**config.mk**
```make
export PLATFORM = sky130hd
export DESIGN_NAME = line_fetch_sequencer
export DESIGN_NICKNAME = d
export VERILOG_FILES = /design/src/rtl/lfs_pkg.sv /design/src/rtl/lfs_regs.sv /design/src/rtl/lfs_window.sv /design/src/rtl/lfs_addr_walker.sv /design/src/rtl/lfs_modifier.sv /design/src/rtl/line_fetch_sequencer.sv
export SDC_FILE = /design/constraint.sdc
export NUM_CORES = 1
export LEC_CHECK = 0
export BUFFER_PORTS_ARGS = -buffer_cell sky130_fd_sc_hd__buf_2
export CORE_ASPECT_RATIO = 1.4
export CORE_MARGIN = 1.5
export CORE_UTILIZATION = 45
export CTS_CLUSTER_DIAMETER = 120
export DETAILED_ROUTE_END_ITERATION = 10
export PLACE_DENSITY = 0.66
export RECOVER_POWER = 25
export SETUP_SLACK_MARGIN = 0.1
export SLEW_MARGIN = 15
export SYNTH_ARGS = -nofsm -noshare
export SYNTH_HDL_FRONTEND = slang
export SYNTH_SLANG_ARGS = --single-unit
```
**constraint.sdc**
```tcl
create_clock -name clk -period 5.2 [get_ports clk]
set_input_delay 0.52 -clock clk [delete_from_list [all_inputs] [get_ports clk]]
set_output_delay 0.52 -clock clk [all_outputs]
set_load 0.005 [all_outputs]
```
**src/rtl/lfs_pkg.sv**
```systemverilog
package lfs_pkg;
   typedef enum logic [1:0] {
      MOD_PASS = 2'd0,
      MOD_INV  = 2'd1,
      MOD_XOR  = 2'd2,
      MOD_AND  = 2'd3
   } mod_mode_e;

   localparam logic [2:0] REG_CTRL  = 3'd0;
   localparam logic [2:0] REG_BASE  = 3'd1;
   localparam logic [2:0] REG_STEP  = 3'd2;
   localparam logic [2:0] REG_START = 3'd3;
   localparam logic [2:0] REG_STOP  = 3'd4;
   localparam logic [2:0] REG_MASK  = 3'd5;
endpackage

```
**src/rtl/lfs_regs.sv**
```systemverilog
module lfs_regs
   import lfs_pkg::*;
#(
   parameter int ADDR_W    = 16,
   parameter int BANK_W    = 3,
   parameter int DATA_W    = 8,
   parameter int CYC_W     = 6,
   parameter int CFG_W     = 16,
   parameter int RST_START = 15,
   parameter int RST_STOP  = 55
) (
   input  logic              clk,
   input  logic              rst_n,
   input  logic              we,
   input  logic [2:0]        addr,
   input  logic [CFG_W-1:0]  wdata,
   output logic              enable,
   output logic [BANK_W-1:0] bank,
   output mod_mode_e         mode,
   output logic [ADDR_W-1:0] step,
   output logic [CYC_W-1:0]  start_cyc,
   output logic [CYC_W-1:0]  stop_cyc,
   output logic [DATA_W-1:0] mask,
   output logic              base_load,
   output logic [ADDR_W-1:0] base_val
);
   localparam int MODE_LO = BANK_W + 1;
   localparam int MODE_HI = BANK_W + 2;

   if (CFG_W < ADDR_W || CFG_W < MODE_HI + 1 || CFG_W < CYC_W || CFG_W < DATA_W) begin : g_bad_cfg
      $error("lfs_regs: CFG_W too narrow for the register fields");
   end
   if (RST_START >= (1 << CYC_W) || RST_STOP >= (1 << CYC_W)) begin : g_bad_rst
      $error("lfs_regs: reset window does not fit CYC_W");
   end

   logic wr_ctrl, wr_step, wr_start, wr_stop, wr_mask;

   always_comb begin
      wr_ctrl   = we && (addr == REG_CTRL);
      base_load = we && (addr == REG_BASE);
      wr_step   = we && (addr == REG_STEP);
      wr_start  = we && (addr == REG_START);
      wr_stop   = we && (addr == REG_STOP);
      wr_mask   = we && (addr == REG_MASK);
      base_val  = wdata[ADDR_W-1:0];
   end

   always_ff @(posedge clk) begin
      if (!rst_n) begin
         enable    <= 1'b0;
         bank      <= '0;
         mode      <= MOD_PASS;
         step      <= ADDR_W'(1);
         start_cyc <= CYC_W'(RST_START);
         stop_cyc  <= CYC_W'(RST_STOP);
         mask      <= '0;
      end else begin
         if (wr_ctrl) begin
            enable <= wdata[0];
            bank   <= wdata[BANK_W:1];
            mode   <= mod_mode_e'(wdata[MODE_HI:MODE_LO]);
         end
         if (wr_step)  step      <= wdata[ADDR_W-1:0];
         if (wr_start) start_cyc <= wdata[CYC_W-1:0];
         if (wr_stop)  stop_cyc  <= wdata[CYC_W-1:0];
         if (wr_mask)  mask      <= wdata[DATA_W-1:0];
      end
   end
endmodule

```
**src/rtl/lfs_window.sv**
```systemverilog
module lfs_window #(
   parameter int CYC_W = 6
) (
   input  logic             enable,
   input  logic [CYC_W-1:0] line_cycle,
   input  logic [CYC_W-1:0] start_cyc,
   input  logic [CYC_W-1:0] stop_cyc,
   output logic             active
);
   if (CYC_W < 1) begin : g_bad
      $error("lfs_window: CYC_W must be positive");
   end

   logic past_start, before_stop;

   always_comb begin
      past_start  = (line_cycle >= start_cyc);
      before_stop = (line_cycle < stop_cyc);
      active      = enable && past_start && before_stop;
   end
endmodule

```
**src/rtl/lfs_addr_walker.sv**
```systemverilog
module lfs_addr_walker #(
   parameter int ADDR_W = 16
) (
   input  logic              clk,
   input  logic              rst_n,
   input  logic              load,
   input  logic [ADDR_W-1:0] load_val,
   input  logic              advance,
   input  logic [ADDR_W-1:0] step,
   output logic [ADDR_W-1:0] ptr
);
   if (ADDR_W < 2) begin : g_bad
      $error("lfs_addr_walker: ADDR_W too small");
   end

   logic [ADDR_W-1:0] ptr_nxt;

   always_comb begin
      ptr_nxt = ptr + step;
   end

   always_ff @(posedge clk) begin
      if (!rst_n)       ptr <= '0;
      else if (load)    ptr <= load_val;
      else if (advance) ptr <= ptr_nxt;
   end
endmodule

```
**src/rtl/lfs_modifier.sv**
```systemverilog
module lfs_modifier
   import lfs_pkg::*;
#(
   parameter int DATA_W = 8
) (
   input  mod_mode_e         mode,
   input  logic [DATA_W-1:0] mask,
   input  logic [DATA_W-1:0] din,
   output logic [DATA_W-1:0] dout
);
   for (genvar b = 0; b < DATA_W; b++) begin : g_lane
      always_comb begin
         unique case (mode)
            MOD_PASS: dout[b] = din[b];
            MOD_INV:  dout[b] = ~din[b];
            MOD_XOR:  dout[b] = din[b] ^ mask[b];
            MOD_AND:  dout[b] = din[b] & mask[b];
            default:  dout[b] = din[b];
         endcase
      end
   end
endmodule

```
**src/rtl/line_fetch_sequencer.sv**
```systemverilog
module line_fetch_sequencer
   import lfs_pkg::*;
#(
   parameter int ADDR_W    = 16,
   parameter int BANK_W    = 3,
   parameter int DATA_W    = 8,
   parameter int CYC_W     = 6,
   parameter int CFG_W     = 16,
   parameter int RST_START = 15,
   parameter int RST_STOP  = 55
) (
   input  logic              clk,
   input  logic              rst_n,
   input  logic              cfg_we,
   input  logic [2:0]        cfg_addr,
   input  logic [CFG_W-1:0]  cfg_wdata,
   input  logic [CYC_W-1:0]  line_cycle,
   output logic              mem_rd_en,
   output logic [ADDR_W-1:0] mem_addr,
   output logic [BANK_W-1:0] mem_bank,
   input  logic [DATA_W-1:0] mem_rd_data,
   output logic [DATA_W-1:0] vbus_data,
   output logic              vbus_valid
);
   logic              enable;
   logic [BANK_W-1:0] bank;
   mod_mode_e         mode;
   logic [ADDR_W-1:0] step;
   logic [CYC_W-1:0]  start_cyc;
   logic [CYC_W-1:0]  stop_cyc;
   logic [DATA_W-1:0] mask;
   logic              base_load;
   logic [ADDR_W-1:0] base_val;
   logic              active;
   logic [ADDR_W-1:0] ptr;
   logic              ret_pend;
   logic [DATA_W-1:0] mod_byte;

   lfs_regs #(
      .ADDR_W(ADDR_W), .BANK_W(BANK_W), .DATA_W(DATA_W), .CYC_W(CYC_W),
      .CFG_W(CFG_W), .RST_START(RST_START), .RST_STOP(RST_STOP)
   ) u_regs (
      .clk(clk), .rst_n(rst_n), .we(cfg_we), .addr(cfg_addr), .wdata(cfg_wdata),
      .enable(enable), .bank(bank), .mode(mode), .step(step),
      .start_cyc(start_cyc), .stop_cyc(stop_cyc), .mask(mask),
      .base_load(base_load), .base_val(base_val)
   );

   lfs_window #(.CYC_W(CYC_W)) u_window (
      .enable(enable), .line_cycle(line_cycle),
      .start_cyc(start_cyc), .stop_cyc(stop_cyc), .active(active)
   );

   lfs_addr_walker #(.ADDR_W(ADDR_W)) u_walker (
      .clk(clk), .rst_n(rst_n), .load(base_load), .load_val(base_val),
      .advance(active), .step(step), .ptr(ptr)
   );

   lfs_modifier #(.DATA_W(DATA_W)) u_mod (
      .mode(mode), .mask(mask), .din(mem_rd_data), .dout(mod_byte)
   );

   always_comb begin
      mem_rd_en = active;
      mem_addr  = ptr;
      mem_bank  = bank;
   end

   always_ff @(posedge clk) begin
      if (!rst_n) begin
         ret_pend   <= 1'b0;
         vbus_valid <= 1'b0;
         vbus_data  <= '0;
      end else begin
         ret_pend   <= active;
         vbus_valid <= ret_pend;
         if (ret_pend) vbus_data <= mod_byte;
      end
   end
endmodule

```
==> results by group <==
Run status
  • Outcome: finished, final reports clean

Pwr
  • Pwr dens: 264.2 mW/mm^2
  • Pleak: 1.942 nW
  • VDD IR max: 0.1704 mV
  • Pwr Total: 1.202 mW

Floorplan
  • Die span in y: 114.0 microns
  • IO Pins: 65
  • Row count: 40
  • Initial Util: 0.4626
  • Die area: 0.009377 sq mm
  • Die W: 82.27 microns
  • Core footprint: 0.008558 sq mm

Worst setup path
  • Crit path arrival time: 2350 ps
  • CP top delay family: buffers and inverters
  • CP peak stage delay: 380 ps
  • Worst setup EP type: output pin
  • CP max stage cell: inv_2
  • Worst path buffer plus inverter count: 3
  • Cell breakdown of the critical path: inv_1 -> ha_1 -> a21oi_1 -> o21ai_0 -> a41oi_2 -> nand2_2 -> inv_2 -> buf_2
  • CP max FO: 18
  • WS Path Type: flip-flop to output pin
  • Startpoint types: flip-flop
  • WP data required: 4680 ps

Timing
  • Final Hold Fails: 0
  • TNS Setup: 0 ps
  • Worst slew pin tran: 1073 ps
  • RSZ-0062 raised after global routing: false
  • Setup Skew: 6.509 ps
  • Max-slew violation count: 0
  • Max Fclk: 348.5 MHz
  • Final setup fails: 0
  • Worst slew margin: 0.2789
  • Fin crit share: 0.5518
  • Minimum clock period: 2869 ps

Clock network
  • Post-CTS Hold Buffers: 0
  • Clock Latency Late Sink: 330 ps
  • CTS tree: done
  • Worst-path clk slew: 60 ps
  • H-tree levels: 3
  • TritonCTS sink count: 68
  • Clk buf depth: 2
  • Post-CTS setup buffers: 0
  • CTS root buf: clkbuf_16
  • Resize count post-CTS: 0
  • CTS buffer count: 9

Synthesis
  • Post-Syn Area: 0.003959 sq mm
  • Number of synthesis warnings: 0
  • Register area share after synthesis: 0.3439
  • Yosys reg bits: 68
  • Mapped Cells: 505
  • Syn nets: 576
  • Top_reg_cell synth: dfxtp_1
  • Synth unique cells: 50
  • Synthesized area per cell: 7.839 sq um
  • Asr flop ratio synth: 0
  • Post-synth EDFFs: 0

Detailed routing
  • WL final: 10050 microns
  • Via count: 3626
  • DR pass1 iterations: 4
  • Initial DRC Count: 160
  • DR vias/cell: 5.477
  • DR DRC count: 0
  • Routed length per instance: 15.19 microns
  • Post-DRT Antenna Nets: 0

Final layout
  • Fraction of layout instances using a drive strength above 1: 0.1508
  • Final Non-Filler Cells: 662
  • Layout net count: 624
  • Most frequent cells in the layout: nand2_1 (101), a21oi_1 (68), dfxtp_1 (68), buf_2 (54), ha_1 (34)
  • Leading cell type in the layout, fill and taps excluded: nand2_1
  • Diode count: 0
  • P&R area growth vs syn: 14.92%

Place
  • DP HPWL: 7157 microns
  • PortBufs: 64
  • Routability cong.: 0.8729
  • Inst Count DP: 647

Global route
  • GRT Util Overall: 0.2208
  • Grt ovf: 0
  • First-pass GRT wire length: 15500 microns
  • Vias in the first global route: 3357
  • Initial antenna violation count: 0
  • Largest net degree at the start of global routing: 47

Hold path
  • Worst min-delay path category: input port to flip-flop

Job
  • Max-Cap Viols: 0
==> metrics by stage <==
step                      worst slack [ps]  utilization  hold slack, ps  cell area, sq um
after floorplan                       2840            -           432.3              3959
after CTS                             2329       0.5330           426.0              4562
after global routing                  2160       0.5316           432.7              4549
final                                 2331       0.5316           433.1              4549
after global placement                2462       0.5028           446.8              4303
after detailed placement              2395       0.5028           453.3              4303
==> cells by family (layout without fill, tap and decap cells) <==
family	Yosys count	after routing	synth area share
XOR/XNOR	11	11	0.02624
adder cells (fa/ha/maj)	35	35	0.1125
AO/OA/AOI/OAI	141	141	0.2187
buffers and inverters	50	102	0.04899
AND/OR/NAND/NOR	182	182	0.2039
flip-flops	68	68	0.3439
multiplexers	18	18	0.04583
==> routing by layer <==
layer / global-route usage / vias up / wire [microns]
met2: 0.4016 / 85 / 5198
met1: 0.2354 / 1674 / 4243
met3: 0.04480 / 17 / 373
met4: 0.1017 / 0 / 238
li1: - / 1850 / -
met5: 0 / - / 0
==> cells in the mapped netlist (2+ instances only) <==
library cell,number,area [sq um]
buf_1,2,7.510
o211ai_1,7,52.55
a31oi_1,7,43.79
a211oi_1,2,15.01
nand4_1,2,12.51
nand3_1,15,75.07
nor2_1,29,108.9
xor2_1,2,17.52
a21o_1,10,75.07
dfxtp_1,68,1361
mux2i_1,17,170.2
clkbuf_1,20,75.07
or3_1,2,12.51
o21ai_0,30,150.1
nor2b_1,12,75.07
nand3b_1,3,22.52
inv_1,21,78.83
o211a_1,2,20.02
a311oi_1,4,35.03
and2_1,5,31.28
nor3_2,2,20.02
a21oi_1,68,340.3
xnor2_1,8,70.07
ha_1,34,425.4
nand2_1,101,379.1
inv_2,2,7.510
nand2b_1,2,12.51
buf_2,4,20.02
nor3_1,3,15.01
==> registers in the layout, summed over array words and instances, names as in the netlist <==
signal and count:
ret_pend 1, u_regs.bank 3, u_regs.enable 1, u_regs.mask 8, u_regs.mode 2, u_regs.start_cyc 6, u_regs.step 16, u_regs.stop_cyc 6
u_walker.ptr 16, vbus_data 8, vbus_valid 1
==> area by class of cell <==
cell class	instances	area, sq um
fillers	848	4009
multi-input cells	387	2404
flip-flops and latches	68	1361
repair buffers	64	307.8
clock buffers	10	229.0
well taps	105	131.4
inverters	23	86.33
clock inverters	5	30.03
==> worst register-to-register path: stages (launching register included) <==
cell and delay (ps):
dfxtp_1 320, ha_1 230, fa_1 410, a21o_2 250, a311o_2 440, nand3b_1 120, mux2_2 340, o21ai_0 200
a31oi_1 100
==> report_power, final <==
part / internal, mW / total (mW) / switching (mW)
combinational: 0.0471 / 0.118 / 0.0714
sequential: 0.534 / 0.544 / 0.00988
clock: 0.317 / 0.540 / 0.223
==> worst paths after layout <==
check,end,from,cells after the start,slack [ps]
worst max register to register,u_walker.ptr[14],u_walker.ptr[0],8,2640
worst min-delay path,u_regs.step[11],cfg_wdata[11],3,430
worst min register to register,u_regs.step[12],u_regs.step[12],2,460
worst max-delay path,mem_rd_en,u_regs.stop_cyc[2],8,2330
No activity file was read; power rests on OpenSTA's default activity.
